### config.mk
export PLATFORM = sky130hd
export DESIGN_NAME = ext_bus_ctl
export DESIGN_NICKNAME = d
export VERILOG_FILES = /design/src/rtl/ebc_pkg.sv /design/src/rtl/ebc_rst_sync.sv /design/src/rtl/ebc_cfg_reg.sv /design/src/rtl/ebc_phase_len.sv /design/src/rtl/ebc_seq.sv /design/src/rtl/ext_bus_ctl.sv
export SDC_FILE = /design/constraint.sdc
export NUM_CORES = 1
export LEC_CHECK = 0
export ABC_AREA = 0
export BUFFER_PORTS_ARGS = -buffer_cell sky130_fd_sc_hd__buf_2
export CAP_MARGIN = 5
export CORE_MARGIN = 2
export CORE_UTILIZATION = 50
export DETAILED_ROUTE_END_ITERATION = 10
export GPL_ROUTABILITY_DRIVEN = 1
export PLACE_DENSITY = 0.84
export SLEW_MARGIN = 0
export SYNTH_ARGS = -nofsm -noshare
export SYNTH_HDL_FRONTEND = slang
export SYNTH_SLANG_ARGS = --single-unit
### constraint.sdc
create_clock -name clk -period 2.05 [get_ports clk]
set_input_delay 0.3075 -clock clk [delete_from_list [all_inputs] [get_ports clk]]
set_output_delay 0.3075 -clock clk [all_outputs]
set_load 0.01 [all_outputs]
### src/rtl/ebc_pkg.sv
package ebc_pkg;
  typedef enum logic [1:0] {
    ST_IDLE = 2'd0,
    ST_ADDR = 2'd1,
    ST_STRB = 2'd2
  } ebc_state_e;
endpackage

### src/rtl/ebc_rst_sync.sv
module ebc_rst_sync #(
  parameter int STAGES = 2
) (
  input  logic clk,
  input  logic rst_n_in,
  output logic rst_n_out
);
  logic [STAGES-1:0] sync_q;

  always_ff @(posedge clk or negedge rst_n_in) begin
    if (!rst_n_in) sync_q <= '0;
    else           sync_q <= {sync_q[STAGES-2:0], 1'b1};
  end

  assign rst_n_out = sync_q[STAGES-1];
endmodule

### src/rtl/ebc_cfg_reg.sv
module ebc_cfg_reg #(
  parameter int          SW      = 3,
  parameter logic [SW-1:0] RST_VAL = SW'(1)
) (
  input  logic          clk,
  input  logic          rst_n,
  input  logic          we,
  input  logic [SW-1:0] wdata,
  output logic [SW-1:0] value
);
  logic [SW-1:0] val_d, val_q;

  always_comb begin
    val_d = val_q;
    if (we) val_d = wdata;
  end

  always_ff @(posedge clk or negedge rst_n) begin
    if (!rst_n) val_q <= RST_VAL;
    else        val_q <= val_d;
  end

  assign value = val_q;
endmodule

### src/rtl/ebc_phase_len.sv
module ebc_phase_len #(
  parameter int SW    = 3,
  parameter int CNT_W = SW + 1
) (
  input  logic             wr,
  input  logic [SW-1:0]    stretch,
  output logic [CNT_W-1:0] addr_last,
  output logic [CNT_W-1:0] strb_last
);
  logic [CNT_W-1:0] s_ext;

  assign s_ext = CNT_W'(stretch);

  always_comb begin
    if (wr) begin
      addr_last = s_ext + CNT_W'(1);
      if (s_ext <= CNT_W'(1)) strb_last = '0;
      else                     strb_last = s_ext - CNT_W'(1);
    end else begin
      addr_last = s_ext;
      strb_last = s_ext;
    end
  end
endmodule

### src/rtl/ebc_seq.sv
module ebc_seq
  import ebc_pkg::*;
#(
  parameter int AW = 16,
  parameter int DW = 8,
  parameter int SW = 3
) (
  input  logic          clk,
  input  logic          rst_n,
  input  logic [SW-1:0] stretch_cfg,
  input  logic          req,
  input  logic          req_wr,
  input  logic [AW-1:0] req_addr,
  input  logic [DW-1:0] req_wdata,
  output logic          busy,
  output logic          done,
  output logic [DW-1:0] rd_data,
  output logic [AW-1:0] bus_addr,
  output logic          bus_aval,
  output logic          bus_rd,
  output logic          bus_wr,
  output logic [DW-1:0] bus_dout,
  output logic          bus_doe,
  input  logic [DW-1:0] bus_din
);
  localparam int CNT_W = SW + 1;

  ebc_state_e       state_d, state_q;
  logic [CNT_W-1:0] cnt_d, cnt_q;
  logic             done_d, done_q;
  logic [DW-1:0]    rdata_d, rdata_q;
  logic             wr_q;
  logic [AW-1:0]    addr_q;
  logic [DW-1:0]    wdata_q;
  logic [SW-1:0]    stretch_q;
  logic             accept;
  logic [CNT_W-1:0] addr_last, strb_last;

  ebc_phase_len #(.SW(SW), .CNT_W(CNT_W)) u_len (
    .wr        (wr_q),
    .stretch   (stretch_q),
    .addr_last (addr_last),
    .strb_last (strb_last)
  );

  assign accept = (state_q == ST_IDLE) && req;

  always_comb begin
    state_d = state_q;
    cnt_d   = cnt_q;
    done_d  = 1'b0;
    rdata_d = rdata_q;
    unique case (state_q)
      ST_IDLE: begin
        if (req) begin
          state_d = ST_ADDR;
          cnt_d   = '0;
        end
      end
      ST_ADDR: begin
        if (cnt_q == addr_last) begin
          state_d = ST_STRB;
          cnt_d   = '0;
        end else begin
          cnt_d = cnt_q + CNT_W'(1);
        end
      end
      ST_STRB: begin
        if (cnt_q == strb_last) begin
          state_d = ST_IDLE;
          cnt_d   = '0;
          done_d  = 1'b1;
          if (!wr_q) rdata_d = bus_din;
        end else begin
          cnt_d = cnt_q + CNT_W'(1);
        end
      end
      default: begin
        state_d = ST_IDLE;
        cnt_d   = '0;
      end
    endcase
  end

  always_ff @(posedge clk or negedge rst_n) begin
    if (!rst_n) begin
      state_q <= ST_IDLE;
      cnt_q   <= '0;
      done_q  <= 1'b0;
      rdata_q <= '0;
    end else begin
      state_q <= state_d;
      cnt_q   <= cnt_d;
      done_q  <= done_d;
      rdata_q <= rdata_d;
    end
  end

  always_ff @(posedge clk or negedge rst_n) begin
    if (!rst_n) begin
      wr_q      <= 1'b0;
      addr_q    <= '0;
      wdata_q   <= '0;
      stretch_q <= '0;
    end else if (accept) begin
      wr_q      <= req_wr;
      addr_q    <= req_addr;
      wdata_q   <= req_wdata;
      stretch_q <= stretch_cfg;
    end
  end

  assign busy     = (state_q != ST_IDLE);
  assign done     = done_q;
  assign rd_data  = rdata_q;
  assign bus_addr = addr_q;
  assign bus_aval = (state_q == ST_ADDR);
  assign bus_rd   = (state_q == ST_STRB) && !wr_q;
  assign bus_wr   = (state_q == ST_STRB) && wr_q;
  assign bus_doe  = busy && wr_q;
  assign bus_dout = bus_doe ? wdata_q : '0;
endmodule

### src/rtl/ext_bus_ctl.sv
module ext_bus_ctl #(
  parameter int            AW          = 16,
  parameter int            DW          = 8,
  parameter int            SW          = 3,
  parameter logic [SW-1:0] STRETCH_RST = SW'(1)
) (
  input  logic          clk,
  input  logic          rst_n,
  input  logic          cfg_we,
  input  logic [SW-1:0] cfg_wdata,
  output logic [SW-1:0] cfg_stretch,
  input  logic          req,
  input  logic          req_wr,
  input  logic [AW-1:0] req_addr,
  input  logic [DW-1:0] req_wdata,
  output logic          busy,
  output logic          done,
  output logic [DW-1:0] rd_data,
  output logic [AW-1:0] bus_addr,
  output logic          bus_aval,
  output logic          bus_rd,
  output logic          bus_wr,
  output logic [DW-1:0] bus_dout,
  output logic          bus_doe,
  input  logic [DW-1:0] bus_din
);
  logic rst_n_sync;

  ebc_rst_sync #(.STAGES(2)) u_rst (
    .clk       (clk),
    .rst_n_in  (rst_n),
    .rst_n_out (rst_n_sync)
  );

  ebc_cfg_reg #(.SW(SW), .RST_VAL(STRETCH_RST)) u_cfg (
    .clk   (clk),
    .rst_n (rst_n_sync),
    .we    (cfg_we),
    .wdata (cfg_wdata),
    .value (cfg_stretch)
  );

  ebc_seq #(.AW(AW), .DW(DW), .SW(SW)) u_seq (
    .clk         (clk),
    .rst_n       (rst_n_sync),
    .stretch_cfg (cfg_stretch),
    .req         (req),
    .req_wr      (req_wr),
    .req_addr    (req_addr),
    .req_wdata   (req_wdata),
    .busy        (busy),
    .done        (done),
    .rd_data     (rd_data),
    .bus_addr    (bus_addr),
    .bus_aval    (bus_aval),
    .bus_rd      (bus_rd),
    .bus_wr      (bus_wr),
    .bus_dout    (bus_dout),
    .bus_doe     (bus_doe),
    .bus_din     (bus_din)
  );
endmodule

Word-level counts from Yosys, hierarchy flattened
Index checks and enable logic that the tools add are counted.

Equal/unequal tests: 7. Add/subtract/negate cells: 3. Order comparisons: 1. Reduce and logical (&&, ||, !) cells: 9. Bitwise operators: 1. Mux-type cells: 14.

Operators by type and width (count): 4-bit two-way mux (6); 4-bit case mux with 3 select lines (1); 4-bit == test (2); 8-bit two-way mux (1); 2-bit two-way mux (3); 2-bit case mux with 3 select lines (1); 3-bit AND reduction (2); 3-bit by 1-bit adder with 4-bit output, second input constant (1); 4-bit by 1-bit adder with 4-bit output, second input constant (1); 1-bit logical AND (4); 2-bit by 1-bit != test with 1-bit output, second input constant (2); 3-bit by 1-bit subtractor with 4-bit output, second input constant (1); 3-bit by 1-bit <= comparator with 1-bit output, second input constant (1); 2-bit by 1-bit == test with 1-bit output, second input constant (1); 2-bit == test, second input constant (1); 2-bit logical NOT (1); 1-bit two-way mux (2); 2-bit != test, second input constant (1); 2-bit nonzero test (1); 1-bit logical NOT (1); 1-bit NOT (1).

Input bits: 40. Output and inout bits: 41. Register bits: 48.

Longest topological paths before layout
Depth in word-level cells: 6. Mapped depth: 10. Depth with buffers taken out: 9.

Cells and area by module
A second synthesis with hierarchy kept.

Cells, all modules: 170. Area, all modules: 2197.1 um^2.

Modules (own cells, without submodules): ebc_seq (cells each 140, sequential area each 1076.0 um^2, area an instance 1906.8 um^2, instances 1); ebc_phase_len (cells each 21, sequential area each 0.0 um^2, area an instance 126.4 um^2, instances 1); ebc_cfg_reg (cells each 6, sequential area each 76.3 um^2, area an instance 110.1 um^2, instances 1); ebc_rst_sync (cells each 3, sequential area each 50.0 um^2, area an instance 53.8 um^2, instances 1).

Worst setup path after synthesis
OpenSTA, ideal clock, no wires.

Path kind: reg-to-reg. Start: register u_seq.stretch_q[0]. End: register u_seq.rdata_q[0] (netlist: u_seq.rd_data[0]). Setup slack: -0.549 ns. Data arrival time: 2.474 ns. Stages on the path, launching flop included: 11. Clock period less this slack: 2.599 ns. Data required time: 1.925 ns. Path through: dfrtp_1 -> inv_1 -> ha_1 -> ha_1 -> nand2b_1 -> o32ai_1 -> xnor2_2 -> nand4_1 -> or3_1 -> buf_6 -> mux2_4.

Word-level cells in the longest chain between the ends: 5. Elaborated cells on any way between the ends: 6.

Ends and longest elaborated chain: start, declared (RTL line ebc_seq.sv:35) `logic [SW-1:0] stretch_q;`; start signal, assigned (RTL line ebc_seq.sv:109) `stretch_q <= stretch_cfg;`; 3-bit by 1-bit subtractor with 4-bit output / 3-bit by 1-bit <= comparator with 1-bit output (equally long branches) (RTL line ebc_phase_len.sv:18, ebc_phase_len.sv:17); 4-bit two-way mux (RTL line ebc_phase_len.sv:17) `if (s_ext <= CNT_W'(1)) strb_last = '0;`; 4-bit two-way mux * (RTL line ebc_phase_len.sv:15) `if (wr) begin`; 4-bit == test * (RTL line ebc_seq.sv:69) `if (cnt_q == strb_last) begin`; 3-bit AND reduction (no line) *; end signal, assigned (RTL line ebc_seq.sv:95) `rdata_q <= rdata_d;`; end, declared (RTL line ebc_seq.sv:31) `logic [DW-1:0] rdata_d, rdata_q;`.

Mark *: on every way between the ends. The rest lies on a longest branch, timed or not. A chain may end at the register's enable or synchronous reset.

Final worst setup path
Start: register u_seq.stretch_q[0]. End: register u_seq.rdata_q[5] (netlist: u_seq.rd_data[5]).

The elaborated chain is that of the path after synthesis.

==> results.json <==
{
  "max_cap_violations": 0,
  "gr-usage-met1": 0.232,
  "htreeDepth": 2,
  "via_count": 1726,
  "synth.cell_area_um2": 2320,
  "port_buffers": 80,
  "synth_cells": 174,
  "final_layout_size_suffix_gt1_frac": 0.643,
  "drt-vias-per-instance": 5.15,
  "grt_remaining_overflow": 0,
  "die_height_um": 72.1,
  "die_area_um2": 5200,
  "cp_max_fo": 8,
  "critPathLaunchType": "flip-flop",
  "clk_pin_slew_worst_paths_ns": 0.09,
  "place_ws_ns": -0.436,
  "peakVddDrop_uv": 828,
  "wl_per_cell_um": 14.8,
  "fin_nets": 330,
  "cts_buffers": 5,
  "grt_pass1_vias": 1828,
  "grt_usage": 0.209,
  "place_congestion": 0.804,
  "final_area_um2": 3220,
  "clock_latency_ns": 0.30,
  "row_count": 24,
  "setup_slack_ns": -0.438,
  "drtAntennaViolNets": 0,
  "wl_um": 4970,
  "min_period_ns": 2.49,
  "violations": "negative setup slack",
  "crit_required_ns": 2.23,
  "antenna_cells": 0,
  "root_buffer": "clkbuf_8",
  "reg2reg_depth": 9,
  "skew_ns": 0.0110,
  "rsz0062_at_grt": "true",
  "fin_crit_sh": 1.21,
  "cts_sinks": 48,
  "ios": 81,
  "avgSynthCellArea_um2": 13.3,
  "grt_util_met3": 0.0708,
  "ys_warn_count": 0,
  "synth_seq_area_share": 0.518,
  "leakage_nw": 1.56,
  "dpl-instance-area_um2": 2960,
  "maxSlewViolCount": 0,
  "dr.first_iter.drc_count": 27,
  "setup_viol": 14,
  "start_util": 0.526,
  "dieWidth_um": 72.1,
  "layout.cells.most_common": "buf_2",
  "final_cell_mix": "buf_2, dfrtp_1, mux2_2, buf_4, and2_1",
  "grt_busiest_layer": "met2",
  "areaGrowthSynthToFinish_pct": 38.8,
  "core_area_um2": 4410,
  "cts_tree": "yes",
  "gr-usage-met2": 0.368,
  "hpwlAfterDp_um": 3570,
  "outcome": "finished with violations",
  "grt_pass1_wl_um": 8350,
  "route.detailed.drc": 0,
  "first_pass_iters": 4,
  "grt_max_degree": 29,
  "synth-seq-cells": 48,
  "syn-num-nets": 222,
  "worstSetupPathType": "flip-flop to flip-flop",
  "hold_viol_final": 0,
  "fmax_mhz": 402,
  "worstReg2RegStart": "u_seq.stretch_q[0]",
  "synthDistinctLibCells": 45,
  "hold_class": "flip-flop to async pin",
  "cts.path.max_buffers": 2,
  "critical_path_arrival_ns": 2.67,
  "antenna_found_initial": 0,
  "p_per_area_nw_per_um2": 1660,
  "power.total_mw": 5.33,
  "cp-startpoint": "u_seq.stretch_q[0]",
  "endpoint_kind": "flip-flop",
  "utilization": 0.730
}
-- critical path, cell delays in order (launching register included) --
cell     delay, ns
dfrtp_2       0.44
buf_4         0.15
ha_4          0.15
or4_4         0.43
nor2_4        0.12
xnor2_2       0.13
nand4_1       0.13
or3_1         0.35
buf_6         0.16
mux2_4        0.30
-- layer usage --
layer | routed length, um | share of wire
met4 | 91 | 0.018
met2 | 2490 | 0.50
met1 | 2010 | 0.40
met5 | 0 | 0
met3 | 379 | 0.076
-- cell families (layout without fill, tap and decap cells) --
logic type	Yosys count	count (layout)	synth area share
AND/OR/NAND/NOR	38	38	0.0933
XOR/XNOR	7	7	0.0394
AO/OA/AOI/OAI	19	19	0.0722
other	1	1	0.00162
adder cells (fa/ha/maj)	8	8	0.0431
multiplexers	40	40	0.206
flip-flops	48	48	0.518
buffers and inverters	13	122	0.0259
-- sequential cells by signal, indices dropped and copies added (netlist names) --
| signal | flops |
|---|---|
| u_seq.rd_data | 8 |
| u_cfg.value | 3 |
| u_seq.done | 1 |
| u_seq.bus_addr | 16 |
| u_seq.wr_q | 1 |
| u_rst.sync_q | 2 |
| u_seq.wdata_q | 8 |
| u_seq.stretch_q | 3 |
| u_seq.cnt_q | 4 |
| u_seq.state_q | 2 |
-- report_power, final --
group	leakage [nW]	internal, mW	switching, mW	total [mW]
Sequential	0.571	1.36	0.263	1.62
Clock	0.0614	0.399	0.319	0.718
Combinational	0.930	1.63	1.37	3.00
-- final timing paths --
path,to,slack [ns]
worst min-delay path,u_seq.bus_addr[4],0.22
max in group asynchronous,u_seq.rd_data[3],1.27
min in group clk,u_seq.bus_addr[8],0.23
worst max register to register,u_seq.rd_data[5],-0.44
worst min register to register,u_seq.bus_addr[4],0.22
worst max-delay path,u_seq.rd_data[5],-0.44
-- per-stage QoR --
stage	instances	setup TNS, ns	hold slack, ns
6_report	335	-4.65	0.224
5_1_grt	335	-5.81	0.223
4_1_cts	338	-4.74	0.223
3_5_place_dp	321	-4.35	0.0933
3_3_place_gp	321	-3.12	0.0939
2_1_floorplan	174	-3.08	0.0119
-- synthesized netlist by cell type (all sizes together) --
cell | n | share of area
dfstp | 1 | 0.011
nor3b | 2 | 0.0065
nand3 | 1 | 0.0022
o32ai | 1 | 0.0038
and2 | 10 | 0.027
a211oi | 1 | 0.0032
nor2b | 3 | 0.0081
ha | 8 | 0.043
nand4 | 1 | 0.0027
clkbuf | 3 | 0.0049
or3 | 1 | 0.0027
o32a | 2 | 0.0092
o21a | 2 | 0.0065
nor2 | 5 | 0.0092
o21ai | 7 | 0.018
dfrtp | 47 | 0.51
nand4bb | 1 | 0.0049
nand2 | 8 | 0.013
mux2 | 39 | 0.20
a21oi | 1 | 0.0022
conb | 1 | 0.0016
or2 | 1 | 0.0027
mux2i | 1 | 0.0043
buf | 2 | 0.0081
o31ai | 1 | 0.0032
xor2 | 1 | 0.0038
o311ai | 1 | 0.0070
o211ai | 1 | 0.0032
nor4 | 1 | 0.0027
xnor2 | 6 | 0.036
nand2b | 1 | 0.0027
or2b | 1 | 0.0032
a41oi | 1 | 0.012
or4 | 1 | 0.0032
nor3 | 1 | 0.0022
inv | 8 | 0.013
o31a | 1 | 0.0038
-- cell type report --
type,instances,area [um2]
well taps,52,65.1
multi-input cells,113,1180
clock inverters,2,38.8
fillers,291,1190
flip-flops and latches,48,1200
inverters,8,30.0
clock buffers,6,82.6
repair buffers,106,618
-- repair_timing --
item,CTS,global route
setup endpoints to repair,14,15
pin swaps,19,8
hold buffers,1,0
resized for setup,15,1
buffers inserted,9,3
hold endpoints to repair,2,0
Note: power is estimated with default switching activity, not from simulation.
